<file path="config.mk">
export PLATFORM = sky130hd
export DESIGN_NAME = subr_flow_unit
export DESIGN_NICKNAME = d
export VERILOG_FILES = /design/src/rtl/subr_flow_pkg.sv /design/src/rtl/subr_cond_eval.sv /design/src/rtl/subr_op_decode.sv /design/src/rtl/subr_slot_timer.sv /design/src/rtl/subr_flow_unit.sv
export SDC_FILE = /design/constraint.sdc
export NUM_CORES = 1
export LEC_CHECK = 0
export CAP_MARGIN = 20
export CORE_ASPECT_RATIO = 1.5
export CORE_MARGIN = 5
export CORE_UTILIZATION = 45
export DETAILED_ROUTE_END_ITERATION = 8
export MAX_ROUTING_LAYER = met4
export PLACE_DENSITY_LB_ADDON = 0.25
export SYNTH_ARGS = -nofsm -noshare
export SYNTH_HDL_FRONTEND = slang
export SYNTH_SLANG_ARGS = --single-unit
</file>
<file path="constraint.sdc">
create_clock -name clk_i -period 4.8 [get_ports clk_i]
set_clock_uncertainty 0.1 [all_clocks]
set_input_delay 0.48 -clock clk_i [delete_from_list [all_inputs] [get_ports clk_i]]
set_output_delay 0.48 -clock clk_i [all_outputs]
set_load 0.05 [all_outputs]
</file>
<file path="src/rtl/subr_flow_pkg.sv">
package subr_flow_pkg;

    localparam int ADDR_W  = 16;
    localparam int BYTE_W  = 8;
    localparam int FLAG_W  = 4;
    localparam int CNT_W   = 5;

    // flag bit positions
    localparam int FL_CARRY  = 0;
    localparam int FL_PARITY = 1;
    localparam int FL_ZERO   = 2;
    localparam int FL_SIGN   = 3;

    // machine-cycle shape: memory cycles are MCYC_ST states, strobe in state MID_ST
    localparam int MCYC_ST   = 3;
    localparam int MID_ST    = 2;
    localparam int FETCH_LNG = 5;
    localparam int FETCH_SHT = 4;

    localparam logic [CNT_W-1:0] LEN_CALL   = CNT_W'(FETCH_LNG + 4 * MCYC_ST);
    localparam logic [CNT_W-1:0] LEN_CSKIP  = CNT_W'(FETCH_LNG + 2 * MCYC_ST);
    localparam logic [CNT_W-1:0] LEN_RST    = CNT_W'(FETCH_LNG + 2 * MCYC_ST);
    localparam logic [CNT_W-1:0] LEN_RET    = CNT_W'(FETCH_SHT + 2 * MCYC_ST);
    localparam logic [CNT_W-1:0] LEN_CRET   = CNT_W'(FETCH_LNG + 2 * MCYC_ST);
    localparam logic [CNT_W-1:0] LEN_SHORT  = CNT_W'(FETCH_LNG);

    typedef enum logic [2:0] {
        K_NONE,
        K_CALL,
        K_RST,
        K_RET,
        K_JUMP
    } flow_kind_e;

    typedef struct packed {
        flow_kind_e         kind;
        logic               taken;
        logic [CNT_W-1:0]   len;
        logic [1:0]         step;
        logic [ADDR_W-1:0]  target;
    } flow_dec_t;

endpackage

</file>
<file path="src/rtl/subr_cond_eval.sv">
module subr_cond_eval
    import subr_flow_pkg::*;
(
    input  logic [2:0]        ccc_i,
    input  logic [FLAG_W-1:0] flags_i,
    output logic              hit_o
);

    logic sel_flag;

    always_comb begin
        case (ccc_i[2:1])
            2'd0:    sel_flag = flags_i[FL_ZERO];
            2'd1:    sel_flag = flags_i[FL_CARRY];
            2'd2:    sel_flag = flags_i[FL_PARITY];
            default: sel_flag = flags_i[FL_SIGN];
        endcase
        hit_o = (sel_flag == ccc_i[0]);
    end

endmodule

</file>
<file path="src/rtl/subr_op_decode.sv">
module subr_op_decode
    import subr_flow_pkg::*;
(
    input  logic [BYTE_W-1:0] opcode_i,
    input  logic [BYTE_W-1:0] imm_lo_i,
    input  logic [BYTE_W-1:0] imm_hi_i,
    input  logic [BYTE_W-1:0] reg_h_i,
    input  logic [BYTE_W-1:0] reg_l_i,
    input  logic [FLAG_W-1:0] flags_i,
    output flow_dec_t         dec_o
);

    logic cond_hit;
    logic top_pair;

    subr_cond_eval u_cond (
        .ccc_i   (opcode_i[5:3]),
        .flags_i (flags_i),
        .hit_o   (cond_hit)
    );

    assign top_pair = (opcode_i[7:6] == 2'b11);

    always_comb begin
        dec_o.kind   = K_NONE;
        dec_o.taken  = 1'b0;
        dec_o.len    = '0;
        dec_o.step   = 2'd1;
        dec_o.target = '0;
        if (top_pair) begin
            case (opcode_i[2:0])
                3'b100: begin
                    dec_o.kind   = K_CALL;
                    dec_o.taken  = cond_hit;
                    dec_o.len    = cond_hit ? LEN_CALL : LEN_CSKIP;
                    dec_o.step   = 2'd3;
                    dec_o.target = {imm_hi_i, imm_lo_i};
                end
                3'b101: begin
                    if (opcode_i[5:3] == 3'b001) begin
                        dec_o.kind   = K_CALL;
                        dec_o.taken  = 1'b1;
                        dec_o.len    = LEN_CALL;
                        dec_o.step   = 2'd3;
                        dec_o.target = {imm_hi_i, imm_lo_i};
                    end
                end
                3'b111: begin
                    dec_o.kind   = K_RST;
                    dec_o.taken  = 1'b1;
                    dec_o.len    = LEN_RST;
                    dec_o.target = ADDR_W'({opcode_i[5:3], 3'b000});
                end
                3'b000: begin
                    dec_o.kind   = K_RET;
                    dec_o.taken  = cond_hit;
                    dec_o.len    = cond_hit ? LEN_CRET : LEN_SHORT;
                end
                3'b001: begin
                    if (opcode_i[5:3] == 3'b001) begin
                        dec_o.kind  = K_RET;
                        dec_o.taken = 1'b1;
                        dec_o.len   = LEN_RET;
                    end else if (opcode_i[5:3] == 3'b101) begin
                        dec_o.kind   = K_JUMP;
                        dec_o.taken  = 1'b1;
                        dec_o.len    = LEN_SHORT;
                        dec_o.target = {reg_h_i, reg_l_i};
                    end
                end
                default: ;
            endcase
        end
    end

endmodule

</file>
<file path="src/rtl/subr_slot_timer.sv">
module subr_slot_timer #(
    parameter int CW   = 5,
    parameter int MCYC = 3,
    parameter int MID  = 2
) (
    input  logic [CW-1:0] cnt_i,
    input  logic [CW-1:0] len_i,
    output logic          first_o,
    output logic          last_o,
    output logic          final_o
);

    localparam logic [CW-1:0] OFF_FIRST = CW'(2 * MCYC - MID);
    localparam logic [CW-1:0] OFF_LAST  = CW'(MCYC - MID);

    logic active;

    assign active  = (cnt_i != '0);
    assign first_o = active && (cnt_i == len_i - OFF_FIRST);
    assign last_o  = active && (cnt_i == len_i - OFF_LAST);
    assign final_o = active && (cnt_i == len_i);

endmodule

</file>
<file path="src/rtl/subr_flow_unit.sv">
module subr_flow_unit
    import subr_flow_pkg::*;
#(
    parameter logic [15:0] RST_PC = 16'h0000,
    parameter logic [15:0] RST_SP = 16'h0000
) (
    input  logic        clk_i,
    input  logic        rst_ni,
    input  logic        start_i,
    input  logic [7:0]  opcode_i,
    input  logic [7:0]  imm_lo_i,
    input  logic [7:0]  imm_hi_i,
    input  logic [3:0]  flags_i,
    input  logic [7:0]  reg_h_i,
    input  logic [7:0]  reg_l_i,
    input  logic [7:0]  mem_rdata_i,
    output logic [15:0] mem_addr_o,
    output logic [7:0]  mem_wdata_o,
    output logic        mem_rd_o,
    output logic        mem_wr_o,
    output logic        busy_o,
    output logic        done_o,
    output logic [15:0] pc_o,
    output logic [15:0] sp_o
);

    typedef struct packed {
        logic [CNT_W-1:0]  cnt;
        flow_dec_t         dec;
        logic [ADDR_W-1:0] pc;
        logic [ADDR_W-1:0] sp;
        logic [ADDR_W-1:0] link;
        logic [BYTE_W-1:0] pop_lo;
        logic [BYTE_W-1:0] pop_hi;
    } flow_state_t;

    localparam flow_dec_t DEC_IDLE = '{
        kind: K_NONE, taken: 1'b0, len: '0, step: 2'd0, target: '0
    };
    localparam flow_state_t ST_RESET = '{
        cnt: '0, dec: DEC_IDLE, pc: RST_PC, sp: RST_SP,
        link: '0, pop_lo: '0, pop_hi: '0
    };

    flow_state_t st_d, st_q;
    flow_dec_t   dec_in;
    logic        slot_first, slot_last, slot_final;
    logic        push_act, pop_act;

    subr_op_decode u_dec (
        .opcode_i (opcode_i),
        .imm_lo_i (imm_lo_i),
        .imm_hi_i (imm_hi_i),
        .reg_h_i  (reg_h_i),
        .reg_l_i  (reg_l_i),
        .flags_i  (flags_i),
        .dec_o    (dec_in)
    );

    subr_slot_timer #(
        .CW   (CNT_W),
        .MCYC (MCYC_ST),
        .MID  (MID_ST)
    ) u_slot (
        .cnt_i   (st_q.cnt),
        .len_i   (st_q.dec.len),
        .first_o (slot_first),
        .last_o  (slot_last),
        .final_o (slot_final)
    );

    assign push_act = st_q.dec.taken &&
                      (st_q.dec.kind == K_CALL || st_q.dec.kind == K_RST);
    assign pop_act  = st_q.dec.taken && (st_q.dec.kind == K_RET);

    // memory strobes and addresses
    always_comb begin
        mem_addr_o  = '0;
        mem_wdata_o = '0;
        mem_rd_o    = 1'b0;
        mem_wr_o    = 1'b0;
        if (push_act && slot_first) begin
            mem_addr_o  = st_q.sp - ADDR_W'(1);
            mem_wdata_o = st_q.link[ADDR_W-1:BYTE_W];
            mem_wr_o    = 1'b1;
        end else if (push_act && slot_last) begin
            mem_addr_o  = st_q.sp - ADDR_W'(2);
            mem_wdata_o = st_q.link[BYTE_W-1:0];
            mem_wr_o    = 1'b1;
        end else if (pop_act && slot_first) begin
            mem_addr_o  = st_q.sp;
            mem_rd_o    = 1'b1;
        end else if (pop_act && slot_last) begin
            mem_addr_o  = st_q.sp + ADDR_W'(1);
            mem_rd_o    = 1'b1;
        end
    end

    // next-state computation
    always_comb begin
        st_d = st_q;
        if (st_q.cnt == '0) begin
            if (start_i && dec_in.kind != K_NONE) begin
                st_d.cnt  = CNT_W'(1);
                st_d.dec  = dec_in;
                st_d.link = st_q.pc + ADDR_W'(dec_in.step);
            end
        end else if (slot_final) begin
            st_d.cnt = '0;
            if (!st_q.dec.taken) begin
                st_d.pc = st_q.link;
            end else begin
                case (st_q.dec.kind)
                    K_CALL, K_RST: begin
                        st_d.pc = st_q.dec.target;
                        st_d.sp = st_q.sp - ADDR_W'(2);
                    end
                    K_RET: begin
                        st_d.pc = {st_q.pop_hi, st_q.pop_lo};
                        st_d.sp = st_q.sp + ADDR_W'(2);
                    end
                    K_JUMP:  st_d.pc = st_q.dec.target;
                    default: ;
                endcase
            end
        end else begin
            st_d.cnt = st_q.cnt + CNT_W'(1);
            if (pop_act && slot_first) st_d.pop_lo = mem_rdata_i;
            if (pop_act && slot_last)  st_d.pop_hi = mem_rdata_i;
        end
    end

    always_ff @(posedge clk_i) begin
        if (!rst_ni) st_q <= ST_RESET;
        else         st_q <= st_d;
    end

    assign busy_o = (st_q.cnt != '0);
    assign done_o = slot_final;
    assign pc_o   = st_q.pc;
    assign sp_o   = st_q.sp;

    AST_RW_EXCL: assert property (@(posedge clk_i) disable iff (!rst_ni)
        !(mem_rd_o && mem_wr_o));
    AST_STROBE_IN_BUSY: assert property (@(posedge clk_i) disable iff (!rst_ni)
        (mem_rd_o || mem_wr_o) |-> busy_o);
    AST_DONE_SINGLE: assert property (@(posedge clk_i) disable iff (!rst_ni)
        done_o |=> !done_o && !busy_o);
    AST_SP_HOLD: assert property (@(posedge clk_i) disable iff (!rst_ni)
        !done_o |=> $stable(sp_o));
    AST_PC_HOLD: assert property (@(posedge clk_i) disable iff (!rst_ni)
        !done_o |=> $stable(pc_o));
    AST_PUSH_SP: assert property (@(posedge clk_i) disable iff (!rst_ni)
        (done_o && push_act) |=> sp_o == $past(sp_o) - 16'd2);
    AST_POP_SP: assert property (@(posedge clk_i) disable iff (!rst_ni)
        (done_o && pop_act) |=> sp_o == $past(sp_o) + 16'd2);
    AST_UNKNOWN_IDLE: assert property (@(posedge clk_i) disable iff (!rst_ni)
        (!busy_o && start_i && dec_in.kind == K_NONE) |=> !busy_o);
    AST_BUSY_HOLD: assert property (@(posedge clk_i) disable iff (!rst_ni)
        (busy_o && !done_o) |=> busy_o);

endmodule

</file>
==> impl_metrics.ini <==
[global_routing]
grt_pass1_vias = 5117
track_usage = 0.2066
gr-total-overflow = 0
grt_max_degree = 44
antenna_found_initial = 0
grt_pass1_wl_mm = 24.76

[place]
numPortBuffers = 113
gp_congestion = 0.9274
place_ws_ns = 1.001
place_hpwl_mm = 11.60

[setup_path]
cp-end-kind = primary output
ff2ff_path_depth = 7
cp-start-kind = register
critical_path_class = register to primary output
crit_fanout = 15
cp.required_ns = 4.22
crit_arrival_ns = 3.60

[floorplan]
core.rowCount = 50
ios = 115
die_w_microns = 102.5
dieArea_sq_mm = 0.01523
start_util = 0.4611
core_area_sq_mm = 0.01251
die_h_microns = 148.7

[timing]
setup_viol = 0
finalCriticalPeriod_ns = 4.182
fin_setup_tns_ns = 0
rsz0062_at_grt = no
fmax_mhz = 239.1
tightest_slew_ns = 1.030
fin_crit_sh = 0.8712
hold_violations = 0
maxSlewHeadroom = 0.3068
layout_setup_ws_ns = 0.6185
drv_slew = 0

[clock_network]
hold_buffers = 0
cts_root_buffer = clkbuf_16
cts_max_path_buffers = 2
cts_resized = 0
post-cts-setup-buffers = 0
cts_buffers = 9
cts_sinks = 92
clkLatencyLatePin_ns = 0.34
h-tree-depth = 3
cts_tree = yes
clk_pin_slew_ns = 0.07

[job]
cap_violations = 0

[synth]
synth_edf_count = 0
avgSynthCellArea_sq_um = 8.069
syn_area_sq_mm = 0.005769
ys_seq_elements = 92
yosysWarnings = 0
yosysTopAreaCell = dfxtp_1
ys.flop_type = dfxtp_1
syn_nets = 779
ys_seq_area_frac = 0.3192
yosysTopAreaCellShare = 0.3192
async_reset_ff_frac = 0
syn_inst = 715
ys_types = 65
synthTopCellsByArea = dfxtp_1, mux2i_1, nand2_1, buf_4, a22o_1

[power_and_ir_drop]
comb_power_share = 0.101
p_clk_frac = 0.415
p_seq_frac = 0.483
p_leak_nw = 3.024
intPower_w = 0.001209
switchingPower_w = 0.0004054
p_per_area_mw_per_mm2 = 231.1
swShare = 0.2511
irDropWorstVdd_v = 0.0001740

[routing]
drc = 0
drt-vias-per-instance = 5.715
drt_wl_total_mm = 15.00
top_layer = met4
met3_length_microns = 691
met1_length_mm = 6.055
dr.pass1.iters = 5
num_vias = 5275
drt-wirelength-per-cell_microns = 16.25
drt_iter0_drc = 304
wl_met2_mm = 7.838
antenna_left = 0

[cells_and_area]
diodes = 0
mostFrequentLayoutCell = clkdlybuf4s50_1
ff_latch_area_sq_mm = 0.001842
nFillCells = 1212
multiInputGateArea_sq_mm = 0.003388
drive_above_1_share = 0.05476
final_cell_mix = clkdlybuf4s50_1, dfxtp_1, nand2_1
nNetsFinal = 826
area_delta_synth_final_pct = 21.08

[outcome]
outcome = completed

[min_path]
hold_path.class = register to register
whs_path_depth = 2
## worst paths after layout
kind         slack [ns]      from             end
max                0.62  st_q[92]  mem_addr_o[15]
min                0.35  st_q[72]        st_q[72]
max reg2reg        2.14  st_q[87]        sp_o[13]
min reg2reg        0.35  st_q[72]        st_q[72]
## registers in the layout (all words and copies together), names as in the netlist
name  count
st_q     61
pc_o     16
sp_o     15
## per-stage QoR
step | total power, W | hold WS (ns) | cells | instance area [sq um] | util
after CTS | 0.001623 | 0.3565 | 922 | 6978 | 0.5577
after global placement | 0.0009565 | 0.3417 | 906 | 6695 | 0.5351
after detailed placement | 0.0009599 | 0.3473 | 906 | 6695 | 0.5351
final | 0.001615 | 0.3547 | 923 | 6985 | 0.5583
after global routing | 0.001675 | 0.3839 | 923 | 6985 | 0.5583
after floorplan | 0.0008891 | 0.3284 | 715 | 5769 | -
## metal layers
metal / up-vias / track usage
met5: - / -
met4: 0 / 0.08404
met3: 38 / 0.02299
met2: 177 / 0.3596
met1: 2450 / 0.2369
li1: 2610 / -
## area by class of cell
cell class | instances | share of cell area
multi-input cells | 515 | 0.4850
flip-flops and latches | 92 | 0.2637
repair buffers | 123 | 0.1716
clock buffers | 9 | 0.03224
well taps | 156 | 0.02794
inverters | 21 | 0.01128
clock inverters | 7 | 0.008239
## cells in the mapped netlist (all sizes together) (2+ instances only)
cell,instances
o211ai,4
o41ai,2
clkbuf,43
nand2b,5
ha,8
a221oi,2
mux2i,32
and2,14
nor2,46
a22o,26
a21oi,41
a21o,5
xnor2,22
or4,5
nor2b,22
a22oi,13
nand4,8
dfxtp,92
o21a,2
inv,21
a32oi,3
nand2,69
a41oi,3
nor3b,4
nor4,5
o32a,2
and3,17
o22ai,5
a31oi,4
o211a,12
a211o,8
nor3,18
or3,10
a222oi,2
xor2,16
o21ai,41
buf,44
nand3,16
a21boi,6
## power groups by stage
stage               clock network (W)  logic [W]  registers (W)
floorplan                           0  0.0000952       0.000794
global placement                    0   0.000160       0.000797
detailed placement                  0   0.000163       0.000797
CTS                          0.000680   0.000163       0.000780
global route                 0.000715   0.000179       0.000781
finish                       0.000671   0.000164       0.000780
## worst max-delay path, stage by stage, from the launching register on
cell,delay (ns)
dfxtp_1,0.37
inv_1,0.10
ha_1,0.14
inv_1,0.05
o41ai_1,0.64
nor4_2,0.11
buf_4,0.20
a31oi_1,0.14
buf_4,0.24
inv_2,0.12
and3_1,0.18
a211o_1,0.26
clkdlybuf4s50_1,0.70
## cells by family (layout without fill, tap and decap cells)
group	count (synthesis)	count (layout)	share of synthesized area
AOI/OAI and AO/OA	187	187	0.2234
muxes	34	34	0.06138
and+or+nand+nor	245	245	0.2171
buffers and inverters	108	160	0.09586
xor gates and xnor gates	39	39	0.06159
other	1	1	0.0006500
DFF	92	92	0.3192
adders and majority gates	9	9	0.02082
Note: power is estimated with default switching activity, not from simulation.
